File: src/rtl/urx_pkg.sv
`timescale 1ns/1ps
package urx_pkg;
  typedef enum logic [1:0] {
    SRC_NONE = 2'd0,
    SRC_ZERO = 2'd1,
    SRC_POS  = 2'd2,
    SRC_NEG  = 2'd3
  } edge_src_e;
endpackage

File: src/rtl/urx_unroll_sel.sv
`timescale 1ns/1ps
module urx_unroll_sel #(
  parameter int SYM_W = 2
) (
  input  logic             pam4,
  input  logic             prev_bit,
  input  logic             d_hi,
  input  logic             d_mid,
  input  logic             d_lo,
  output logic [SYM_W-1:0] sym
);
  always_comb begin
    sym = '0;
    if (pam4) begin
      sym[1] = d_mid;
      sym[0] = d_mid ? d_hi : d_lo;
    end else begin
      // speculative pick: previous decision resolves the unrolled tap
      sym[0] = prev_bit ? d_hi : d_lo;
    end
  end
endmodule

File: src/rtl/urx_edge_qual.sv
`timescale 1ns/1ps
module urx_edge_qual
  import urx_pkg::*;
#(
  parameter int SYM_W = 2,
  parameter int CNT_W = 2
) (
  input  logic             pam4,
  input  logic [CNT_W-1:0] hist_cnt,
  input  logic [SYM_W-1:0] sym_m2,
  input  logic [SYM_W-1:0] sym_m1,
  input  logic [SYM_W-1:0] sym_cur,
  input  logic             e_zero,
  input  logic             e_pos,
  input  logic             e_neg,
  output logic             pulse_early,
  output logic             pulse_late
);
  edge_src_e src;
  logic      rising;
  logic      sample;

  always_comb begin
    src    = SRC_NONE;
    rising = 1'b0;
    if (pam4) begin
      rising = sym_cur > sym_m1;
      if (hist_cnt >= CNT_W'(1) && sym_cur != sym_m1) begin
        if ((sym_cur ^ sym_m1) == {SYM_W{1'b1}})
          src = SRC_ZERO;
        else if (sym_cur[SYM_W-1] && sym_m1[SYM_W-1] && sym_cur[SYM_W-2:0] != sym_m1[SYM_W-2:0])
          src = SRC_POS;
        else if (!sym_cur[SYM_W-1] && !sym_m1[SYM_W-1])
          src = SRC_NEG;
      end
    end else begin
      rising = sym_cur[0];
      if (hist_cnt >= CNT_W'(2) && sym_cur[0] != sym_m1[0]) begin
        if (sym_m2[0] != sym_m1[0])
          src = SRC_ZERO;
        else if (sym_m1[0])
          src = SRC_POS;
        else
          src = SRC_NEG;
      end
    end
  end

  always_comb begin
    case (src)
      SRC_ZERO: sample = e_zero;
      SRC_POS:  sample = e_pos;
      SRC_NEG:  sample = e_neg;
      default:  sample = 1'b0;
    endcase
    pulse_early = (src != SRC_NONE) && (sample == rising);
    pulse_late  = (src != SRC_NONE) && (sample != rising);
  end
endmodule

File: src/rtl/urx_dfe_cdr.sv
`timescale 1ns/1ps
module urx_dfe_cdr #(
  parameter int SYM_W = 2
) (
  input  logic             clk,
  input  logic             rst_n,
  input  logic             pam4_mode,
  input  logic             in_valid,
  output logic             in_ready,
  input  logic             d_hi,
  input  logic             d_mid,
  input  logic             d_lo,
  input  logic             e_zero,
  input  logic             e_pos,
  input  logic             e_neg,
  output logic             dec_valid,
  input  logic             dec_ready,
  output logic [SYM_W-1:0] dec_data,
  output logic             early,
  output logic             late
);
  localparam int HIST  = 2;
  localparam int CNT_W = $clog2(HIST + 1);

  logic             mode_q;
  logic [SYM_W-1:0] s1_q, s2_q;
  logic [CNT_W-1:0] cnt_q;
  logic             flush, accept;
  logic [SYM_W-1:0] s1_e, s2_e, cur_sym;
  logic [CNT_W-1:0] cnt_e, cnt_n;
  logic             upd_early, upd_late;

  assign flush    = (pam4_mode != mode_q);
  assign s1_e     = flush ? '0 : s1_q;
  assign s2_e     = flush ? '0 : s2_q;
  assign cnt_e    = flush ? '0 : cnt_q;
  assign cnt_n    = (cnt_e == CNT_W'(HIST)) ? cnt_e : cnt_e + CNT_W'(1);
  assign in_ready = !dec_valid || dec_ready;
  assign accept   = in_valid && in_ready;

  urx_unroll_sel #(.SYM_W(SYM_W)) i_sel (
    .pam4     (pam4_mode),
    .prev_bit (s1_e[0]),
    .d_hi     (d_hi),
    .d_mid    (d_mid),
    .d_lo     (d_lo),
    .sym      (cur_sym)
  );

  urx_edge_qual #(.SYM_W(SYM_W), .CNT_W(CNT_W)) i_qual (
    .pam4        (pam4_mode),
    .hist_cnt    (cnt_e),
    .sym_m2      (s2_e),
    .sym_m1      (s1_e),
    .sym_cur     (cur_sym),
    .e_zero      (e_zero),
    .e_pos       (e_pos),
    .e_neg       (e_neg),
    .pulse_early (upd_early),
    .pulse_late  (upd_late)
  );

  always_ff @(posedge clk) begin
    if (!rst_n) begin
      mode_q <= 1'b0;
      s1_q   <= '0;
      s2_q   <= '0;
      cnt_q  <= '0;
    end else begin
      mode_q <= pam4_mode;
      if (accept) begin
        s2_q  <= s1_e;
        s1_q  <= cur_sym;
        cnt_q <= cnt_n;
      end else begin
        s2_q  <= s2_e;
        s1_q  <= s1_e;
        cnt_q <= cnt_e;
      end
    end
  end

  always_ff @(posedge clk) begin
    if (!rst_n) begin
      dec_valid <= 1'b0;
      dec_data  <= '0;
      early     <= 1'b0;
      late      <= 1'b0;
    end else begin
      early <= accept && upd_early;
      late  <= accept && upd_late;
      if (accept) begin
        dec_valid <= 1'b1;
        dec_data  <= cur_sym;
      end else if (dec_ready) begin
        dec_valid <= 1'b0;
      end
    end
  end
endmodule

File: config.mk
export PLATFORM = sky130hd
export DESIGN_NAME = urx_dfe_cdr
export DESIGN_NICKNAME = d
export VERILOG_FILES = /design/src/rtl/urx_pkg.sv /design/src/rtl/urx_unroll_sel.sv /design/src/rtl/urx_edge_qual.sv /design/src/rtl/urx_dfe_cdr.sv
export SDC_FILE = /design/constraint.sdc
export NUM_CORES = 1
export LEC_CHECK = 0
export ABC_AREA = 1
export BUFFER_PORTS_ARGS = -buffer_cell sky130_fd_sc_hd__clkbuf_2
export CAP_MARGIN = 15
export CORE_AREA = 2 2 45 47
export CTS_BUF_LIST = sky130_fd_sc_hd__clkbuf_4
export DETAILED_ROUTE_END_ITERATION = 7
export DIE_AREA = 0 0 47 49
export HOLD_SLACK_MARGIN = 0.06
export SLEW_MARGIN = 10
export SYNTH_ARGS = -nofsm -noshare
export SYNTH_HDL_FRONTEND = slang
export SYNTH_SLANG_ARGS = --single-unit
File: constraint.sdc
create_clock -name clk -period 6.1 [get_ports clk]
set_clock_uncertainty 0.05 [all_clocks]
set_input_delay 0.61 -clock clk [delete_from_list [all_inputs] [get_ports clk]]
set_output_delay 0.61 -clock clk [all_outputs]
set_load 0.005 [all_outputs]
==> results of run 1 <==
## worst register-to-register path: stages, from the launching register on
cell and delay (ps):
dfxtp_1 360, inv_1 90, nand2_1 60, nand2_1 60
nor2_2 140, nand2_1 80, nand3_2 90, nand2_1 60
ha_1 290, nand2_1 80, nand2_1 60, nor2_1 120
nand3_1 90, nand2_1 140, inv_1 80, nand2_1 90
nand3_1 80, nand2_1 70, nor2_1 40
## cells in the mapped netlist, drive strengths merged
library cell / count
o22ai: 2
nor2: 9
ha: 6
a21oi: 2
nand2: 42
o21ai: 6
nand3: 12
buf: 1
nand4: 2
dfxtp: 11
inv: 21
## power by group through the flow
stage | clock network (µW) | registers, µW | logic (µW)
floorplan | 0 | 78.4 | 26.2
global placement | 0 | 78.3 | 35.6
detailed placement | 0 | 78.4 | 36.1
CTS | 56.6 | 76.7 | 36.3
global route | 58.3 | 77.2 | 41.8
finish | 52.8 | 76.7 | 35.9
## per-layer routing
metal / vias up / global-route usage, %
met5: - / 0
met4: 0 / 8.333
met3: 2 / 2.222
met2: 16 / 20.55
met1: 304 / 21.64
li1: 394 / -
## metrics by stage
stage	utilization, %	cell area (µm²)	total power, µW	worst slack (ps)
floorplan	-	760.7	104.6	3757
global placement	46.88	863.3	113.9	3391
detailed placement	46.88	863.3	114.4	3407
CTS	48.51	893.4	169.6	3688
global route	48.51	893.4	177.3	3370
finish	48.51	893.4	165.4	3667
## how the worst max path moves through the flow
| stage | startpoint | endpoint | slack (ps) | cells past startpoint |
|---|---|---|---|---|
| after floorplan | pam4_mode | early | 3760 | 17 |
| after global placement | pam4_mode | late | 3390 | 17 |
| after detailed placement | pam4_mode | late | 3410 | 17 |
| after CTS | pam4_mode | late | 3690 | 17 |
| after global routing | pam4_mode | early | 3370 | 19 |
| final | pam4_mode | late | 3670 | 19 |
## flip-flops by register name, indices dropped and copies added (netlist names)
register   count
cnt_q          2
dec_data       2
s1_q           2
dec_valid      1
early          1
late           1
mode_q         1
s2_q           1
## kinds of logic after synthesis
logic type | Yosys count
AO/OA/AOI/OAI | 10
adder cells (fa/ha/maj) | 6
buffers and inverters | 22
flip-flops | 11
AND/OR/NAND/NOR | 65
## final cells by class
cell class / instances / share of cell area [%]
Clock buffer: 4 / 3.361
Sequential cell: 11 / 24.65
Tap cell: 27 / 3.782
Multi-Input combinational cell: 81 / 49.58
Inverter: 21 / 9.664
Timing Repair Buffer: 16 / 8.964
## cell usage in the layout, fill, tap and decap left out
| cell | n |
|---|---|
| nand2_2 | 4 |
| nand3_1 | 10 |
| ha_1 | 6 |
| nand4_1 | 1 |
| nand2_1 | 35 |
| o22ai_1 | 2 |
| nor2_1 | 8 |
| inv_1 | 19 |
| nor2_2 | 1 |
| clkbuf_2 | 16 |
| nand3_2 | 2 |
| clkbuf_4 | 4 |
| dfxtp_1 | 11 |
| o21ai_0 | 6 |
| nand4_2 | 1 |
| a21oi_1 | 2 |
| inv_8 | 1 |
| nand2_4 | 3 |
| inv_2 | 1 |
==> parameters.txt, run 1 <==
Parameter                              Value

Floorplan
  Initial Utilization ... 41.30%
  Die width ... 47 µm
  Placeable core area ... 0.001842 mm²
  Die Area ... 0.002303 mm²
  Ports ... 17
  Die Y-Extent ... 49 µm
  FP Rows ... 16

Clock network
  Number of H-tree levels ... 1
  Clock-pin slew reported for the worst setup and hold paths after clock tree synthesis ... 60 ps
  Cts bufs inserted ... 3
  Clock Root Buffer ... clkbuf_4
  Hold buffers post-CTS ... 0
  Clock Sink Count ... 11
  Clock insertion delay at the later pin of the skew report ... 270 ps
  Resize count post-CTS ... 0
  Clock tree from TritonCTS ... built
  Clock tree buffer depth ... 2
  Post-CTS setup buffer count ... 0

Pwr
  Part of the power in registers ... 46.4%
  Sw Ratio ... 28.53%
  Max IR drop VDD ... 106.8 µV
  Sw Pwr ... 47.19 µW
  Clk network pwr share ... 31.9%
  Total leakage power ... 0.0005259 µW
  Cell Pwr Density ... 185.1 mW/mm²
  Combinational cell fraction of total power ... 21.7%
  Internal ... 118.2 µW

Setup path
  Cell-by-cell trace of the critical path ... clkbuf_2 -> inv_8 -> nand2_1 -> nand2_1 -> nor2_2 -> nand2_1 -> nand3_2 -> nand2_1 -> ha_1 -> nand2_1 -> nand2_1 -> nor2_1 -> nand3_1 -> nand2_1 -> inv_1 -> nand2_1 -> nand3_1 -> nand2_1 -> nor2_1
  Worst Path Arrival ... 2530 ps
  Critical Path Most Common Cell ... nand2_1
  Library cell contributing the largest single delay on the critical path ... ha_1
  CP Capture Type ... flop
  Sort of element at the start of the critical path ... input pin
  Crit path required time ... 6200 ps
  Worst reg2reg endpoint ... late
  Crit Path Category ... input pin to flop
  Delay of the slowest critical-path stage ... 290 ps
  Critical register-to-register path startpoint ... mode_q
  WP buf/inv ... 3
  Depth of the worst register-to-register path ... 18
  Worst path top cell family by delay ... simple AND/OR/NAND/NOR gates
  Flop2flop setup slack ... 3830 ps
  Biggest fanout along the worst timing path ... 8

Routing
  Post-detailed-route DRC marker count ... 0
  Via/cell ratio ... 4.475
  Final Routed Wirelength ... 1425 µm
  Detailed-route wire length per cell ... 8.906 µm
  Highest routing layer actually used ... met4
  Routed length on met3 ... 68 µm
  Total number of vias ... 716
  Detailed router's first-iteration violation count ... 11
  Count of TritonRoute iterations in the first routing pass ... 4
  Remaining antenna violation count after routing ... 0
  Length of routed met2 wiring ... 630 µm
  Metal1 wirelength ... 714 µm

Place
  Number of buffers added on ports ... 16
  Detailed placement HPWL ... 1185 µm
  Placed insts ... 156
  Routability cong. ... 0.7525

Min path
  Hold Path Depth ... 2
  Endpoint with the worst hold slack ... dec_data[0]
  Worst min-delay path startpoint ... dec_data[0]
  Type of the most critical hold path ... flop to flop

Timing
  Achievable Freq ... 411.0 MHz
  Aggregate negative setup slack ... 0 ps
  Worst hold margin ... 401.1 ps
  Final number of setup-violating endpoints ... 0
  Normalized max-slew margin ... 78.59%
  Clock period minus worst slack ... 2433 ps
  Final hold violation count ... 0
  Transition at the pin with the smallest max-transition slack ... 320.0 ps
  Final worst path period share ... 39.88%
  RSZ-0062 raised after global routing ... false
  Pins Over Slew Limit ... 0

Yosys
  Cell area after synthesis ... 760.7 µm²
  Average cell area after synthesis ... 6.673 µm²
  Fraction of post-synthesis cell area in the top cell type by area ... 28.95%
  Area fraction in compound gates after synthesis ... 6.908%
  Dominant cell type by area after synthesis ... dfxtp_1
  Multiplexer share of the synthesized area ... 0%
  Number of synthesis warnings ... 0
  Cell types occupying the most area after synthesis ... dfxtp_1, nand2_1, ha_1
  Number of storage elements in the synthesis netlist ... 11
  Net count after synthesis ... 131
  Post-synthesis share of cell area spent on xor and xnor gates ... 0%
  Combinational family with the most area after synthesis ... simple AND/OR/NAND/NOR gates
  Synthesized-area fraction occupied by adder cells ... 9.868%
  Sequential share of the synthesized area ... 28.95%
  Number of instances in the synthesized netlist ... 114
  Number of unique standard cell types used by synthesis ... 18
  Synth Area in Simple Gates ... 41.45%

Global route
  Via count of the first global-routing pass ... 616
  Wire length of the first global-routing pass ... 2553 µm
  Overflow left after global routing ... 0
  Global-route usage over all layers ... 14.95%
  Largest net degree at the start of global routing ... 9
  Number of antenna violations at the first check in global routing ... 0

Layout
  Number of nets in the layout ... 151
  Non-filler instance count after layout ... 160
  Combined flip-flop and latch cell area ... 220.2 µm²
  Layout-stage area growth over the synthesis result ... 17.43%
  # fillers ... 202
  Layout cell share with drive strength beyond 1 ... 24.81%
  Total area of multi-input combinational cells ... 442.9 µm²
  ANT cells ... 0

Job
  Number of max-capacitance violations reported ... 0

Status
  Status ... finished clean
Power figures use the tool's default switching activity.
==> run 2, diff against run 1 <==
--- a/config.mk
+++ b/config.mk
@@ -13,6 +13,7 @@
 export DETAILED_ROUTE_END_ITERATION = 7
 export DIE_AREA = 0 0 47 49
 export HOLD_SLACK_MARGIN = 0.06
+export PLACE_DENSITY = 0.67
 export SLEW_MARGIN = 10
 export SYNTH_ARGS = -nofsm -noshare
 export SYNTH_HDL_FRONTEND = slang
==> constraint.sdc (replaced) <==
create_clock -name clk -period 2.2 [get_ports clk]
set_clock_uncertainty 0.05 [all_clocks]
set_input_delay 0.22 -clock clk [delete_from_list [all_inputs] [get_ports clk]]
set_output_delay 0.22 -clock clk [all_outputs]
set_load 0.005 [all_outputs]
==> run 2 against run 1 <==
Clock power rose to 2.7 times the previous value. Global-route usage rose by 0.51 points. Final cell count is 3.8% higher. Hold slack worse by 290 ps. Via count rose by 5.6%. First-iteration DRC count is 82% higher. Register-to-register slack lost 3700 ps. Cell area grew 14%. Non-clock buffer count grew 6. Total power grew to 2.9 times the previous value. Utilization up 6.6 points. Critical endpoint unchanged. Largest power group unchanged.
==> parameters.txt, run 2 (synthesis results as in run 1) <==
Parameter                              Value

Layout
  # fillers ... 189 (-6.4%)
  Layout-stage area growth over the synthesis result ... 33.39%
  ANT cells ... 0 (unchanged)
  Layout cell share with drive strength beyond 1 ... 43.88% (+19 points)
  Highest-count cells in the layout ignoring fill and taps ... nand2_1, inv_1, clkbuf_2
  Regs by FF count ... cnt_q x2, dec_data x2, s1_q x2
  Most common cell after layout, fill and taps aside ... nand2_1
  Final non-filler cell area ... 0.001015 mm² (+14%)
  Number of nets in the layout ... 157 (+4.0%)
  Non-filler instance count after layout ... 166 (+3.8%)
  Combined flip-flop and latch cell area ... 221.5 µm² (+0.57%)
  Total area of multi-input combinational cells ... 518.0 µm² (+17%)
  Layout Utilization ... 55.10% (+6.6 points)

Floorplan
  Die width ... 47 µm (unchanged)
  Die Area ... 0.002303 mm² (unchanged)
  FP Rows ... 16 (unchanged)
  Initial Utilization ... 41.30% (unchanged)
  Ports ... 17 (unchanged)
  Die Y-Extent ... 49 µm (unchanged)
  Placeable core area ... 0.001842 mm² (unchanged)

Place
  Cell Area, Placed ... 893.4 µm² (+3.5%)
  Detailed placement HPWL ... 1241 µm (+4.7%)
  Routability cong. ... 0.8043 (+6.9%)
  Placed insts ... 160 (+2.6%)
  Number of buffers added on ports ... 16 (unchanged)

Clock network
  Clock insertion delay at the later pin of the skew report ... 260 ps (about the same)
  Clock tree from TritonCTS ... built
  Cts bufs inserted ... 3 (unchanged)
  Number of H-tree levels ... 1 (unchanged)
  Clock-pin slew reported for the worst setup and hold paths after clock tree synthesis ... 60 ps (about the same)
  Clock Root Buffer ... clkbuf_4
  Clock tree buffer depth ... 2 (unchanged)
  Clock Sink Count ... 11 (unchanged)
  Hold buffers post-CTS ... 0 (unchanged)

Global route
  Global-route usage over all layers ... 15.46% (+0.51 points)
  Largest net degree at the start of global routing ... 8 (-1)
  Overflow left after global routing ... 0 (unchanged)
  Number of antenna violations at the first check in global routing ... 0 (unchanged)
  Wire length of the first global-routing pass ... 2684 µm (+5.1%)
  Via count of the first global-routing pass ... 683 (+11%)

Routing
  Post-detailed-route DRC marker count ... 0 (unchanged)
  Final Routed Wirelength ... 1635 µm (+15%)
  Detailed router's first-iteration violation count ... 20 (+9)
  Remaining antenna violation count after routing ... 0 (unchanged)
  Detailed-route wire length per cell ... 9.849 µm (+11%)
  Via/cell ratio ... 4.554 (+1.8%)
  Count of TritonRoute iterations in the first routing pass ... 4 (unchanged)
  Total number of vias ... 756 (+5.6%)

Min path
  Worst min-delay path startpoint ... rst_n
  Type of the most critical hold path ... input pin to flop
  Hold Path Depth ... 3 (+1)

Pwr
  Cell Pwr Density ... 475.3 mW/mm² (+160%)
  Clk network pwr share ... 29.2% (-2.7 points)
  Internal ... 343.5 µW (+190%)
  Total Power ... 482.3 µW (+190%)
  Max IR drop VDD ... 338.3 µV (+220%)
  Sw Ratio ... 28.77% (+0.24 points)
  Part of the power in registers ... 44.2% (-2.2 points)
  Combinational cell fraction of total power ... 26.5% (+4.8 points)
  Sw Pwr ... 138.8 µW (+190%)
  Total leakage power ... 0.0005639 µW (+7.2%)

Setup path
  Worst Path Arrival ... 2190 ps (-340 ps)
  Beginning of the critical path ... mode_q
  Sort of element at the start of the critical path ... flop
  CP Capture Type ... flop
  Critical register-to-register path startpoint ... mode_q
  Crit path required time ... 2300 ps (-3900 ps)
  Biggest fanout along the worst timing path ... 4 (-4)
  Depth of the worst register-to-register path ... 18 (unchanged)
  Crit Path Category ... flop to flop

Timing
  Achievable Freq ... 479.2 MHz
  Pins Over Slew Limit ... 0 (unchanged)
  Transition at the pin with the smallest max-transition slack ... 339.8 ps (+19.85 ps)
  Final number of setup-violating endpoints ... 0 (unchanged)
  Final worst path period share ... 94.85%
  Final hold violation count ... 0 (unchanged)
  Clock period minus worst slack ... 2087 ps
  Normalized max-slew margin ... 77.26% (-1.3 points)

Status
  Status ... finished clean

Job
  Number of max-capacitance violations reported ... 0 (unchanged)
run 2: layout make-up:
type / count / share of cell area, %
Clock buffer: 4 / 2.959
Multi-Input combinational cell: 81 / 51.05
Timing Repair Buffer: 22 / 12.33
Sequential cell: 11 / 21.82
Inverter: 21 / 8.508
Tap cell: 27 / 3.329
run 2: layer usage:
layer | part of all wire (%) | track usage (%)
met4 | 3.0 | 6.944
met3 | 3.9 | 2.222
met2 | 47 | 23.74
met5 | 0 | 0
met1 | 46 | 20.78
run 2: final timing paths:
check | end | slack (ps)
setup / recovery | late | 110
hold / removal | mode_q | 110
setup reg to reg | late | 110
hold reg to reg | dec_data[1] | 390
run 2: critical path, cell delays in order (launching register included):
cell     delay [ps]
dfxtp_2         350
inv_2            60
nand2_2          50
nand2_2          60
nor2_4          110
nand2_2          60
nand3_2          80
nand2_2          60
ha_4            230
nand2_2          60
nand2_1          60
nor2_2          170
nand3_1         120
nand2_2         130
inv_2            60
nand3_2          80
nand3_2          70
nand2_1          70
nor2_1           40
run 2: repair_timing:
| item | 4_1_cts | 5_1_grt |
|---|---|---|
| endpoints found under the setup margin | 0 | 2 |
| setup buffers | 0 | 2 |
| resized for setup | 0 | 25 |
run 2: power by group through the flow:
stage | Combinational [µW] | Sequential, µW | Clock [µW]
3_5_place_dp | 104 | 217 | 0
5_1_grt | 144 | 214 | 158
4_1_cts | 105 | 213 | 146
6_report | 128 | 213 | 141
3_3_place_gp | 102 | 217 | 0
2_1_floorplan | 72.8 | 217 | 0
run 2: per-stage QoR:
step / setup WS, ps / setup TNS [ps] / hold slack (ps)
after floorplan: 192.9 / 0 / 267.6
after global placement: 65.12 / 0 / 383.7
after detailed placement: -0.2338 / -0.2338 / 379.0
after CTS: 9.829 / 0 / 107.4
after global routing: -65.47 / -128.8 / 109.8
final: 113.2 / 0 / 108.8
